==> config.mk <==
export PLATFORM = sky130hd
export DESIGN_NAME = page_seq
export DESIGN_NICKNAME = d
export VERILOG_FILES = /design/src/rtl/page_seq_pkg.sv /design/src/rtl/page_seq_banks.sv /design/src/rtl/page_seq_pick.sv /design/src/rtl/page_seq.sv
export SDC_FILE = /design/constraint.sdc
export NUM_CORES = 1
export LEC_CHECK = 0
export ABC_AREA = 1
export CORE_MARGIN = 2
export CORE_UTILIZATION = 40
export CTS_BUF_LIST = sky130_fd_sc_hd__clkbuf_4 sky130_fd_sc_hd__clkbuf_8 sky130_fd_sc_hd__clkbuf_16
export DETAILED_ROUTE_END_ITERATION = 8
export PLACE_DENSITY = 0.66
export SKIP_LAST_GASP = 1
export SYNTH_ARGS = -nofsm -noshare
export SYNTH_HDL_FRONTEND = slang
export SYNTH_SLANG_ARGS = --single-unit
==> constraint.sdc <==
create_clock -name clk -period 3.7 [get_ports clk]
set_input_delay 0.74 -clock clk [delete_from_list [all_inputs] [get_ports clk]]
set_output_delay 0.74 -clock clk [all_outputs]
set_load 0.01 [all_outputs]
==> src/rtl/page_seq_pkg.sv <==
package page_seq_pkg;
    typedef enum logic [1:0] {
        OP_ACT = 2'd0,
        OP_RD  = 2'd1,
        OP_WR  = 2'd2,
        OP_PRE = 2'd3
    } seq_op_e;
endpackage

==> src/rtl/page_seq_banks.sv <==
module page_seq_banks
    import page_seq_pkg::*;
#(
    parameter int NBANK   = 4,
    parameter int ROW_W   = 13,
    parameter int ACT_DLY = 2,
    localparam int BANK_W = $clog2(NBANK),
    localparam int TMR_W  = $clog2(ACT_DLY + 1)
) (
    input  logic                        clk,
    input  logic                        rst_n,
    input  logic                        cmd_fire_i,
    input  seq_op_e                     cmd_op_i,
    input  logic [BANK_W-1:0]           cmd_bank_i,
    input  logic [ROW_W-1:0]            cmd_row_i,
    output logic [NBANK-1:0]            open_o,
    output logic [NBANK-1:0][ROW_W-1:0] row_o,
    output logic [NBANK-1:0]            ready_o
);
    timeunit 1ns;
    timeprecision 1ps;

    for (genvar b = 0; b < NBANK; b++) begin : g_bank
        typedef struct packed {
            logic             open;
            logic [ROW_W-1:0] row;
            logic [TMR_W-1:0] tmr;
        } bank_t;

        bank_t st_d, st_q;
        logic  hit;

        assign hit = cmd_fire_i && (cmd_bank_i == BANK_W'(b));

        always_comb begin
            st_d = st_q;
            if (st_q.tmr != '0) st_d.tmr = st_q.tmr - 1'b1;
            if (hit && cmd_op_i == OP_ACT) begin
                st_d.open = 1'b1;
                st_d.row  = cmd_row_i;
                st_d.tmr  = TMR_W'(ACT_DLY - 1);
            end else if (hit && cmd_op_i == OP_PRE) begin
                st_d.open = 1'b0;
            end
        end

        always_ff @(posedge clk) begin
            if (!rst_n) st_q <= '0;
            else        st_q <= st_d;
        end

        assign open_o[b]  = st_q.open;
        assign row_o[b]   = st_q.row;
        assign ready_o[b] = (st_q.tmr == '0);

        // an activate only targets a closed bank, a precharge only an open one
        a_r3_act_on_closed: assert property (@(posedge clk) disable iff (!rst_n)
            (hit && cmd_op_i == OP_ACT) |-> !st_q.open);
        a_r3_pre_on_open: assert property (@(posedge clk) disable iff (!rst_n)
            (hit && cmd_op_i == OP_PRE) |-> st_q.open);
    end
endmodule

==> src/rtl/page_seq_pick.sv <==
module page_seq_pick
    import page_seq_pkg::*;
#(
    parameter int NPORT = 4,
    parameter int NBANK = 4,
    parameter int ROW_W = 13,
    localparam int PW     = $clog2(NPORT),
    localparam int BANK_W = $clog2(NBANK)
) (
    input  logic [1:0]                  slot_vld_i,
    input  logic [1:0][PW-1:0]          slot_port_i,
    input  logic [1:0][BANK_W-1:0]      slot_bank_i,
    input  logic [1:0][ROW_W-1:0]       slot_row_i,
    input  logic [1:0]                  slot_wr_i,
    input  logic [NBANK-1:0]            open_i,
    input  logic [NBANK-1:0][ROW_W-1:0] row_i,
    input  logic [NBANK-1:0]            ready_i,
    input  logic                        bus_free_i,
    output logic                        fire_o,
    output logic                        sel_o,
    output seq_op_e                     op_o
);
    timeunit 1ns;
    timeprecision 1ps;

    seq_op_e    op_s [2];
    logic [1:0] rdy;
    logic       pri;
    logic       sec;

    always_comb begin
        for (int s = 0; s < 2; s++) begin
            if (!open_i[slot_bank_i[s]]) begin
                op_s[s] = OP_ACT;
                rdy[s]  = 1'b1;
            end else if (row_i[slot_bank_i[s]] != slot_row_i[s]) begin
                op_s[s] = OP_PRE;
                rdy[s]  = 1'b1;
            end else begin
                op_s[s] = slot_wr_i[s] ? OP_WR : OP_RD;
                rdy[s]  = ready_i[slot_bank_i[s]] && bus_free_i;
            end
        end
        // slot 0 is older; it wins ties on port number
        pri    = slot_vld_i[1] && (slot_port_i[1] < slot_port_i[0]);
        sec    = !pri;
        fire_o = 1'b0;
        sel_o  = pri;
        if (slot_vld_i[pri] && rdy[pri]) begin
            fire_o = 1'b1;
        end else if (slot_vld_i[sec] && slot_vld_i[pri] &&
                     (slot_bank_i[0] != slot_bank_i[1]) && rdy[sec]) begin
            fire_o = 1'b1;
            sel_o  = sec;
        end
        op_o = op_s[sel_o];
    end
endmodule

==> src/rtl/page_seq.sv <==
module page_seq
    import page_seq_pkg::*;
#(
    parameter int NPORT   = 4,
    parameter int NBANK   = 4,
    parameter int ROW_W   = 13,
    parameter int COL_W   = 10,
    parameter int ACT_DLY = 2,
    parameter int BURST   = 4,
    localparam int PW     = $clog2(NPORT),
    localparam int BANK_W = $clog2(NBANK)
) (
    input  logic                         clk,
    input  logic                         rst_n,
    input  logic [NPORT-1:0]             req_i,
    input  logic [NPORT-1:0][BANK_W-1:0] req_bank_i,
    input  logic [NPORT-1:0][ROW_W-1:0]  req_row_i,
    input  logic [NPORT-1:0][COL_W-1:0]  req_col_i,
    input  logic [NPORT-1:0]             req_wr_i,
    output logic [NPORT-1:0]             gnt_o,
    output logic                         cmd_valid_o,
    output logic [1:0]                   cmd_op_o,
    output logic [BANK_W-1:0]            cmd_bank_o,
    output logic [ROW_W-1:0]             cmd_row_o,
    output logic [COL_W-1:0]             cmd_col_o,
    output logic [PW-1:0]                cmd_port_o
);
    timeunit 1ns;
    timeprecision 1ps;

    localparam int BUS_W = $clog2(BURST + 1);
    localparam logic [COL_W-1:0] BEAT_MASK = COL_W'(BURST - 1);

    typedef struct packed {
        logic              vld;
        logic [PW-1:0]     port;
        logic [BANK_W-1:0] bank;
        logic [ROW_W-1:0]  row;
        logic [COL_W-1:0]  col;
        logic              wr;
    } ent_t;

    typedef struct packed {
        ent_t [1:0]       slot;
        logic [BUS_W-1:0] bus;
    } state_t;

    state_t st_d, st_q;
    ent_t   new_ent;
    ent_t   sel_ent;
    logic   pick_fire;
    logic   pick_sel;
    seq_op_e pick_op;
    logic   is_acc;

    logic [1:0]              s_vld;
    logic [1:0][PW-1:0]      s_port;
    logic [1:0][BANK_W-1:0]  s_bank;
    logic [1:0][ROW_W-1:0]   s_row;
    logic [1:0]              s_wr;
    logic [NBANK-1:0]            bk_open;
    logic [NBANK-1:0][ROW_W-1:0] bk_row;
    logic [NBANK-1:0]            bk_ready;

    always_comb begin
        for (int s = 0; s < 2; s++) begin
            s_vld[s]  = st_q.slot[s].vld;
            s_port[s] = st_q.slot[s].port;
            s_bank[s] = st_q.slot[s].bank;
            s_row[s]  = st_q.slot[s].row;
            s_wr[s]   = st_q.slot[s].wr;
        end
    end

    page_seq_pick #(.NPORT(NPORT), .NBANK(NBANK), .ROW_W(ROW_W)) u_pick (
        .slot_vld_i (s_vld),
        .slot_port_i(s_port),
        .slot_bank_i(s_bank),
        .slot_row_i (s_row),
        .slot_wr_i  (s_wr),
        .open_i     (bk_open),
        .row_i      (bk_row),
        .ready_i    (bk_ready),
        .bus_free_i (st_q.bus == '0),
        .fire_o     (pick_fire),
        .sel_o      (pick_sel),
        .op_o       (pick_op)
    );

    assign sel_ent = st_q.slot[pick_sel];
    assign is_acc  = pick_fire && (pick_op == OP_RD || pick_op == OP_WR);

    page_seq_banks #(.NBANK(NBANK), .ROW_W(ROW_W), .ACT_DLY(ACT_DLY)) u_banks (
        .clk       (clk),
        .rst_n     (rst_n),
        .cmd_fire_i(pick_fire),
        .cmd_op_i  (pick_op),
        .cmd_bank_i(sel_ent.bank),
        .cmd_row_i (sel_ent.row),
        .open_o    (bk_open),
        .row_o     (bk_row),
        .ready_o   (bk_ready)
    );

    // grant: lowest-numbered requester while a slot is free
    always_comb begin
        gnt_o   = '0;
        new_ent = '0;
        if (!(st_q.slot[0].vld && st_q.slot[1].vld)) begin
            for (int p = 0; p < NPORT; p++) begin
                if (req_i[p] && !new_ent.vld) begin
                    gnt_o[p]     = 1'b1;
                    new_ent.vld  = 1'b1;
                    new_ent.port = PW'(p);
                    new_ent.bank = req_bank_i[p];
                    new_ent.row  = req_row_i[p];
                    new_ent.col  = req_col_i[p];
                    new_ent.wr   = req_wr_i[p];
                end
            end
        end
    end

    always_comb begin
        st_d = st_q;
        if (st_q.bus != '0) st_d.bus = st_q.bus - 1'b1;
        if (is_acc) begin
            st_d.bus = BUS_W'(BURST - 1);
            if (!pick_sel) st_d.slot[0] = st_q.slot[1];
            st_d.slot[1].vld = 1'b0;
        end
        if (new_ent.vld) begin
            if (!st_d.slot[0].vld) st_d.slot[0] = new_ent;
            else                   st_d.slot[1] = new_ent;
        end
    end

    always_ff @(posedge clk) begin
        if (!rst_n) st_q <= '0;
        else        st_q <= st_d;
    end

    assign cmd_valid_o = pick_fire;
    assign cmd_op_o    = pick_fire ? pick_op : 2'd0;
    assign cmd_bank_o  = pick_fire ? sel_ent.bank : '0;
    assign cmd_row_o   = pick_fire ? sel_ent.row : '0;
    assign cmd_col_o   = pick_fire ? (sel_ent.col & ~BEAT_MASK) : '0;
    assign cmd_port_o  = pick_fire ? sel_ent.port : '0;

    // reads and writes only reach the row the bank table holds open
    a_r3_access_open_row: assert property (@(posedge clk) disable iff (!rst_n)
        is_acc |-> (bk_open[cmd_bank_o] && bk_row[cmd_bank_o] == cmd_row_o));

    if (BURST > 1) begin : g_burst_chk
        // no access in the cycle right after an access
        a_r5_burst_gap: assert property (@(posedge clk) disable iff (!rst_n)
            (cmd_valid_o && (cmd_op_o == 2'd1 || cmd_op_o == 2'd2)) |=>
            !(cmd_valid_o && (cmd_op_o == 2'd1 || cmd_op_o == 2'd2)));
    end

    if (ACT_DLY > 1) begin : g_act_chk
        // an access never directly follows the activate of its own bank
        a_r4_act_to_access: assert property (@(posedge clk) disable iff (!rst_n)
            (cmd_valid_o && (cmd_op_o == 2'd1 || cmd_op_o == 2'd2)) |->
            !($past(cmd_valid_o) && $past(cmd_op_o) == 2'd0 &&
              $past(cmd_bank_o) == cmd_bank_o));
    end
endmodule

Word-level counts from Yosys, hierarchy flattened
Cells that the tools add are included.

Register bits: 125. Output and inout port bits: 34. Word-level logic and storage cells: 189.

Order comparisons: 7. Equal/unequal tests: 9. Add/sub/neg operators: 5. Reductions and logical operators: 56. Bitwise logic cells: 2. Muxes and demuxes: 80.

Operators by type and width (count): $mux 29 (10); $mux 28 (3); $mux 58 (1); $bmux 13 s2 (2); $mux 1 (41); $mux 13 (3); $mux 32 (1); $ne 13x13->1 (2); $reduce_bool 2->1 (13); $logic_and 1x1->1 (24); $mux 2 (12); $logic_not 2->1 (6); $mux 10 (1); $reduce_or 2->1 (5); $bmux 1 s2 (4); $eq 2x2->1 const B (4); $sub 2x1->2 const B (4); $lt 1x2->1 const B (3); $lt 2x3->1 const B (2); $eq 2x1->1 const B (2); $logic_not 1->1 (4); $mux 4 (1); $logic_not 3->1 (1); $mux 3 (1); other kinds (9) (9).

Logic depth before layout (Yosys ltp)
Gate-level depths: netlist of the first run.

Depth after elaboration: 21. Mapped depth: 32.

By module
Synthesis of the first run repeated with hierarchy kept, for this count alone.

Cells, all modules: 1547. Area total of the unflattened synthesis: 9138.8 um2.

By module, submodules not included: page_seq (times used 1, cells an instance 757, area an instance 4429.2 um2); page_seq_banks (times used 1, cells an instance 412, area an instance 3039.2 um2); page_seq_pick (times used 1, cells an instance 378, area an instance 1670.4 um2).

Worst setup path after synthesis of the first run
OpenSTA, ideal clock, no wires.

Path kind: flip-flop to flip-flop. Start point: register st_q, in the netlist s_bank[1]. End point: register st_q, in the netlist s_row[0]. Setup slack: 242 ps. Arrival time: 3344 ps. Period minus slack after synthesis: 3458 ps. Data required time: 3586 ps. Library setup time: 114 ps. Cell stages (with the launch flop): 30. Cell sequence: dfxtp_1 buf_4 inv_4 buf_4 nand3_1 nand3b_1 nand2_1 nor2_1 nand2_1 nor2_2 nand3_2 nand2_4 nand2_2 clkinv_4 nand3_4 nand2_4 buf_6 buf_4 nand2_1 nand2_1 inv_1 ha_1 a21boi_4 nand2_1 buf_2 buf_2 nand2_1 o21ai_0 a21oi_1 nor2_1.

Word-level cells in the longest chain between the ends: 20. Elaborated cells between the ends (all ways): 36. Those cells by class: eq/ne: 4; mux: 25; bitwise: 1; reduce/logical: 6.

Ends and longest elaborated chain: start, declared (line page_seq.sv:48) `state_t st_d, st_q;`; start signal, assigned (line page_seq.sv:140) `else st_q <= st_d;`; $bmux 13 s2 / $bmux 1 s2 (equally long branches) (line page_seq_pick.sv:36, page_seq_pick.sv:41); $mux 13 (implied by the code) / $mux 1 (equally long branches) (line page_seq_pick.sv:36, page_seq_pick.sv:41); $ne 13x13->1 / $logic_and 1x1->1 (equally long branches) (line page_seq_pick.sv:36, page_seq_pick.sv:41); $mux 1 (line page_seq_pick.sv:36) `end else if (row_i[slot_bank_i[s]] != slot_row_i[s]) begin`; $mux 1 (line page_seq_pick.sv:33) `if (!open_i[slot_bank_i[s]]) begin`; $mux 1 (implied by the code) (2 in series) (line page_seq_pick.sv:52) `(slot_bank_i[0] != slot_bank_i[1]) && rdy[sec]) begin`; $logic_and 1x1->1 (line page_seq_pick.sv:52); $mux 1 (line page_seq_pick.sv:51) `end else if (slot_vld_i[sec] && slot_vld_i[pri] &&`; $mux 1 (line page_seq_pick.sv:49) `if (slot_vld_i[pri] && rdy[pri]) begin`; $not 1->2 (implied by the code) (line page_seq_pick.sv:56) `op_o = op_s[sel_o];`; $mux 2 (implied by the code) (3 in series) (line page_seq_pick.sv:56); $eq 2x1->1 / $eq 2x2->1 (equally long branches) (line page_seq.sv:91) `assign is_acc = pick_fire && (pick_op == OP_RD || pick_op == OP_WR);`; $logic_or 1x1->1 (line page_seq.sv:91); $logic_and 1x1->1 (line page_seq.sv:91); $mux 32 (*) (line page_seq.sv:127) `if (is_acc) begin`; $mux 28 (line page_seq.sv:133) `if (!st_d.slot[0].vld) st_d.slot[0] = new_ent;`; $mux 58 (*) (line page_seq.sv:132) `if (new_ent.vld) begin`.

Every way passes the cells marked *; elsewhere a longest branch is shown, timed or not. The select of a mux whose other input is x is not followed. A chain may end at the register's enable or synchronous reset.

Final worst setup path of the first run
Start point: register st_q, in the netlist s_bank[0]. End point: output port cmd_port_o[0].

Word-level cells in the longest chain between the ends: 13. Elaborated cells between the ends (all ways): 25. Those cells by class: eq/ne: 2; mux: 19; reduce/logical: 4.

Ends and longest elaborated chain: $bmux 13 s2 / $bmux 1 s2 (equally long branches) (line page_seq_pick.sv:36, page_seq_pick.sv:41); $mux 13 (implied by the code) / $mux 1 (equally long branches) (line page_seq_pick.sv:36, page_seq_pick.sv:41); $ne 13x13->1 / $logic_and 1x1->1 (equally long branches) (line page_seq_pick.sv:36, page_seq_pick.sv:41); $mux 1 (line page_seq_pick.sv:36); $mux 1 (line page_seq_pick.sv:33); $mux 1 (implied by the code) (2 in series) (line page_seq_pick.sv:52); $logic_and 1x1->1 (line page_seq_pick.sv:52); $mux 1 (line page_seq_pick.sv:51); $mux 1 (line page_seq_pick.sv:49); $mux 28 (implied by the code) (2 in series) (line page_seq.sv:90) `assign sel_ent = st_q.slot[pick_sel];`; $mux 2 (*) (line page_seq.sv:148) `assign cmd_port_o = pick_fire ? sel_ent.port : '0;`; end, declared (line page_seq.sv:26) `output logic [PW-1:0] cmd_port_o`.

Marked as above.

==> run_summary.xml, run 1 <==
<?xml version="1.0" encoding="UTF-8"?>
<metrics>
  <group name="route">
    <metric name="drt_pre_antenna_iters" unit="">7</metric>
    <metric name="drc_violation_count_after_routing" unit="">0</metric>
    <metric name="detail_routed_net_length_per_standard_cell" unit="µm">15.33</metric>
    <metric name="via_count" unit="">9623</metric>
    <metric name="via_count_normalized_by_instance_count" unit="">5.179</metric>
    <metric name="ant_nets" unit="">0</metric>
    <metric name="totalWireLength" unit="mm">28.48</metric>
    <metric name="drtIter0Drc" unit="">717</metric>
  </group>
  <group name="clock_tree">
    <metric name="clk-insertion-delay-late" unit="ps">430</metric>
    <metric name="cts_sinks" unit="">121</metric>
    <metric name="clockBufferDepth" unit="">2</metric>
    <metric name="tritoncts.num_buffers" unit="">17</metric>
    <metric name="cts_max_level" unit="">4</metric>
    <metric name="cts_tree" unit="">done</metric>
    <metric name="clock_tree.root_cell" unit="">sky130_fd_sc_hd__clkbuf_16</metric>
    <metric name="cts.clk_slew.worst_paths" unit="ps">60</metric>
    <metric name="cts_hold_buffers" unit="">0</metric>
  </group>
  <group name="timing">
    <metric name="final-max-slew-violation-count" unit="">0</metric>
    <metric name="final.min_clock_period" unit="ps">3806</metric>
    <metric name="tightestPinTransition" unit="ps">758.8</metric>
    <metric name="maxClockFrequency" unit="GHz">0.2627</metric>
    <metric name="fin_hold_ws" unit="ps">459.2</metric>
    <metric name="finalSetupViolCount" unit="">27</metric>
    <metric name="final-hold-violation-count" unit="">0</metric>
    <metric name="worst_slew_margin_relative_to_its_limit" unit="%">49.35</metric>
    <metric name="clock_skews" unit="ps">8.443</metric>
    <metric name="grt_setup_unrepaired" unit="">true</metric>
    <metric name="tns" unit="ps">-1582</metric>
    <metric name="setup_ws" unit="ps">-106.0</metric>
    <metric name="crit_share_post_route" unit="%">102.9</metric>
  </group>
  <group name="pwr">
    <metric name="power.ir.vdd_worst" unit="µV">384.9</metric>
    <metric name="power_frac_comb" unit="%">61.6</metric>
    <metric name="pwr_density_cell" unit="nW/µm²">841.8</metric>
    <metric name="power.sequential.fraction" unit="%">21.5</metric>
    <metric name="power_frac_clock" unit="%">16.9</metric>
    <metric name="switchingPower" unit="mW">4.512</metric>
    <metric name="p_leak" unit="nW">5.226</metric>
    <metric name="power.share.switching" unit="%">46.89</metric>
    <metric name="power_report.internal_total" unit="mW">5.109</metric>
    <metric name="total_design_power" unit="mW">9.621</metric>
  </group>
  <group name="logic_synthesis">
    <metric name="number_of_enable_flip_flop_cells_after_synthesis" unit="">0</metric>
    <metric name="ys_types" unit="">46</metric>
    <metric name="synth_seq_cells" unit="">121</metric>
    <metric name="synthTopCellsByArea" unit="">sky130_fd_sc_hd__dfxtp_1 (29%), sky130_fd_sc_hd__nand2_1 (21%), sky130_fd_sc_hd__nor2_1 (9.6%)</metric>
    <metric name="avgSynthCellArea" unit="µm²">5.937</metric>
    <metric name="synth.most_common_cell" unit="">sky130_fd_sc_hd__nand2_1</metric>
    <metric name="yosys.area.top_type_share" unit="%">29.14</metric>
    <metric name="synthesis.yosys.warnings" unit="">0</metric>
    <metric name="synth_common_cells" unit="">sky130_fd_sc_hd__nand2_1 (473), sky130_fd_sc_hd__nor2_1 (212), sky130_fd_sc_hd__nand3_1 (135)</metric>
    <metric name="synth_async_sr_flop_share" unit="%">0</metric>
    <metric name="post_synth_inst_count" unit="">1400</metric>
    <metric name="yosys_most_used_dff" unit="">sky130_fd_sc_hd__dfxtp_1</metric>
    <metric name="syn-cell-area" unit="µm²">8312</metric>
    <metric name="synth_seq_area_share" unit="%">29.14</metric>
    <metric name="synth_largest_area_cell" unit="">sky130_fd_sc_hd__dfxtp_1</metric>
  </group>
  <group name="critical_path">
    <metric name="worst-endpoint-arrival" unit="ps">3070</metric>
    <metric name="worst_path_largest_cell_delay" unit="ps">480</metric>
    <metric name="worst_path_most_repeated_cell" unit="">sky130_fd_sc_hd__nand2_1</metric>
    <metric name="timing.reg2reg.setup_slack" unit="ps">-30</metric>
    <metric name="worst_setup_ep_type" unit="">primary output</metric>
    <metric name="cp_max_fo" unit="">14</metric>
    <metric name="worstPathRequired" unit="ps">2960</metric>
    <metric name="critical_path.cell_chain" unit="">buf_12 -&gt; inv_8 -&gt; nand2_1 -&gt; nand3_1 -&gt; nand2_1 -&gt; nand2_1 -&gt; nand2_1 -&gt; nand3_1 -&gt; nor2_4 -&gt; nand3_2 -&gt; nand2_4 -&gt; nand2_2 -&gt; clkinv_4 -&gt; nand3_4 -&gt; nand2_8 -&gt; inv_4 -&gt; buf_12 -&gt; buf_4 -&gt; a21oi_2 -&gt; clkdlybuf4s15_2</metric>
    <metric name="crit_slowest_cell" unit="">sky130_fd_sc_hd__dfxtp_4</metric>
    <metric name="cp_num_buf_inv" unit="">7</metric>
    <metric name="cp-start-kind" unit="">flop</metric>
    <metric name="worst_path_dominant_cell_family" unit="">simple AND/OR/NAND/NOR gates</metric>
    <metric name="path_class" unit="">reg -&gt; out</metric>
  </group>
  <group name="cells_and_area">
    <metric name="layout_overhead_on_the_synthesized_area" unit="%">37.50</metric>
    <metric name="final_cells" unit="">1858</metric>
    <metric name="nets" unit="">1692</metric>
    <metric name="insertedDiodeCount" unit="">0</metric>
    <metric name="final_layout_size_suffix_gt1_share" unit="%">16.12</metric>
  </group>
  <group name="global_route">
    <metric name="grt_start_max_net_pins" unit="">56</metric>
    <metric name="wire_length_of_the_first_global_routing_pass" unit="mm">44.79</metric>
    <metric name="grt_remaining_overflow" unit="">0</metric>
    <metric name="grt_pass1_vias" unit="">8765</metric>
    <metric name="grt_antenna_before_repair" unit="">0</metric>
    <metric name="grt_usage" unit="%">25.48</metric>
  </group>
  <group name="status">
    <metric name="failing_checks" unit="">setup timing</metric>
    <metric name="status" unit="">finished, violations left</metric>
  </group>
  <group name="floorplanning">
    <metric name="floorplan.die_area" unit="µm²">21950</metric>
    <metric name="io_pins" unit="">144</metric>
    <metric name="core-area" unit="µm²">20300</metric>
    <metric name="die_height" unit="µm">148.2</metric>
    <metric name="placementRows" unit="">52</metric>
    <metric name="die_w" unit="µm">148.2</metric>
    <metric name="initial_utilization" unit="%">40.95</metric>
  </group>
  <group name="placement">
    <metric name="detailedPlacementHpwl" unit="mm">20.03</metric>
    <metric name="placed_cells_incl_taps" unit="">1803</metric>
    <metric name="place.port_buffers" unit="">133</metric>
    <metric name="gp_congestion" unit="">0.8982</metric>
  </group>
  <group name="worst_hold_path">
    <metric name="hp-class" unit="">reg -&gt; reg</metric>
  </group>
  <group name="job">
    <metric name="cap_violations" unit="">0</metric>
  </group>
</metrics>
-- tightest hold or removal path: stages, from the launching register on --
cell                      delay, ps
sky130_fd_sc_hd__dfxtp_1        310
sky130_fd_sc_hd__inv_1           60
sky130_fd_sc_hd__nor4_1          50
-- flip-flops by register name (all words and copies together) (netlist names) --
register / cells
s_bank: 4
s_port: 4
s_row: 26
s_vld: 2
s_wr: 2
st_q: 19
u_banks.g_bank.st_q: 8
u_banks.open_o: 4
u_banks.row_o: 52
-- what timing repair did --
item                                    in CTS  in global routing
gates resized for setup                    104                 51
cloned                                       2                  4
setup buffers                                3                 14
pin swaps                                    4                  4
endpoints found under the setup margin      74                102
-- per-stage QoR --
| stage | cell area [µm²] | worst slack (ps) | util (%) |
|---|---|---|---|
| finish | 11430 | -106.0 | 56.30 |
| global route | 11430 | -301.2 | 56.30 |
| CTS | 11150 | -105.7 | 54.92 |
| detailed placement | 10340 | -140.3 | 50.94 |
| global placement | 10340 | -115.1 | 50.94 |
| floorplan | 8315 | 241.9 | - |
-- area by class of cell --
class	instances	area, µm²
Clock buffer	19	452.9
Clock inverter	13	121.4
Fill cell	2024	8871
Inverter	113	466.7
Multi-Input combinational cell	1075	5151
Sequential cell	121	2432
Tap cell	270	337.8
Timing Repair Buffer	244	2441
Timing Repair inverter	3	25.02
-- logic make-up (layout without fill, tap and decap cells) --
kind of cell    count (synthesis)  count (layout)  share of synthesized area [%]
buf+inv                       205             392                          11.32
fa+ha+maj                       7               7                          1.054
xor+xnor                        9               9                         0.9484
flops                         121             121                          29.14
simple gates                  904             904                          46.32
compound gates                153             153                          11.17
other cells                     1               2                        0.04512
-- cell usage in the layout (no fill, tap or decap), drive strengths merged --
master         Yosys  layout
o21bai             1       1
nand2            482     482
o211ai             2       2
o22ai              2       2
conb               1       2
clkbuf            38      28
xnor2              2       2
clkinv             7      17
nand4             35      35
dlymetal6s2s       0       1
nor3               1       1
ha                 7       7
a31oi              5       5
inv              106     109
a22oi             15      15
or2                8       8
clkinvlp           0       2
a21boi             1       1
bufinv             0       1
dlygate4sd2        0       5
buf               54     114
a41oi              1       1
nand3            141     141
a21oi             67      67
nor2             217     217
nand3b            11      11
xor2               7       7
clkdlybuf4s15      0      11
clkdlybuf4s50      0     104
dfxtp            121     121
nor4               1       1
and3               8       8
a311oi            11      11
o21ai             48      48
-- power groups by stage --
stage               logic, mW  clock network, mW  registers, mW
floorplan                3.54                  0           1.91
global placement         5.30                  0           2.03
detailed placement       5.37                  0           2.03
CTS                      5.57               1.64           2.03
global route             6.52               1.69           2.10
finish                   5.93               1.62           2.07
-- metal layers --
| metal | part of all wire (%) | track usage [%] | vias to the layer above |
|---|---|---|---|
| li1 | - | - | 4818 |
| met1 | 44 | 34.04 | 4297 |
| met2 | 44 | 40.44 | 432 |
| met3 | 8.0 | 4.601 | 76 |
| met4 | 3.6 | 10.95 | 0 |
| met5 | 0 | 0 | - |
-- worst paths after layout --
check	startpoint	depth (start not counted)	endpoint
max	s_bank[0]$_SDFF_PN0_	20	cmd_port_o[0]
min	st_q[2]$_SDFFE_PP0N_	2	st_q[2]$_SDFFE_PP0N_
max reg2reg	s_bank[0]$_SDFF_PN0_	27	s_row[16]$_SDFFE_PN0P_
min reg2reg	st_q[2]$_SDFFE_PP0N_	2	st_q[2]$_SDFFE_PP0N_
No activity file was read; power rests on OpenSTA's default activity.
==> run 2, diff against run 1 <==
Settings changed: HOLD_SLACK_MARGIN from default to 0.12.
==> results of run 2 <==
Final layout, timing and power as in run 1 (identical DEF).
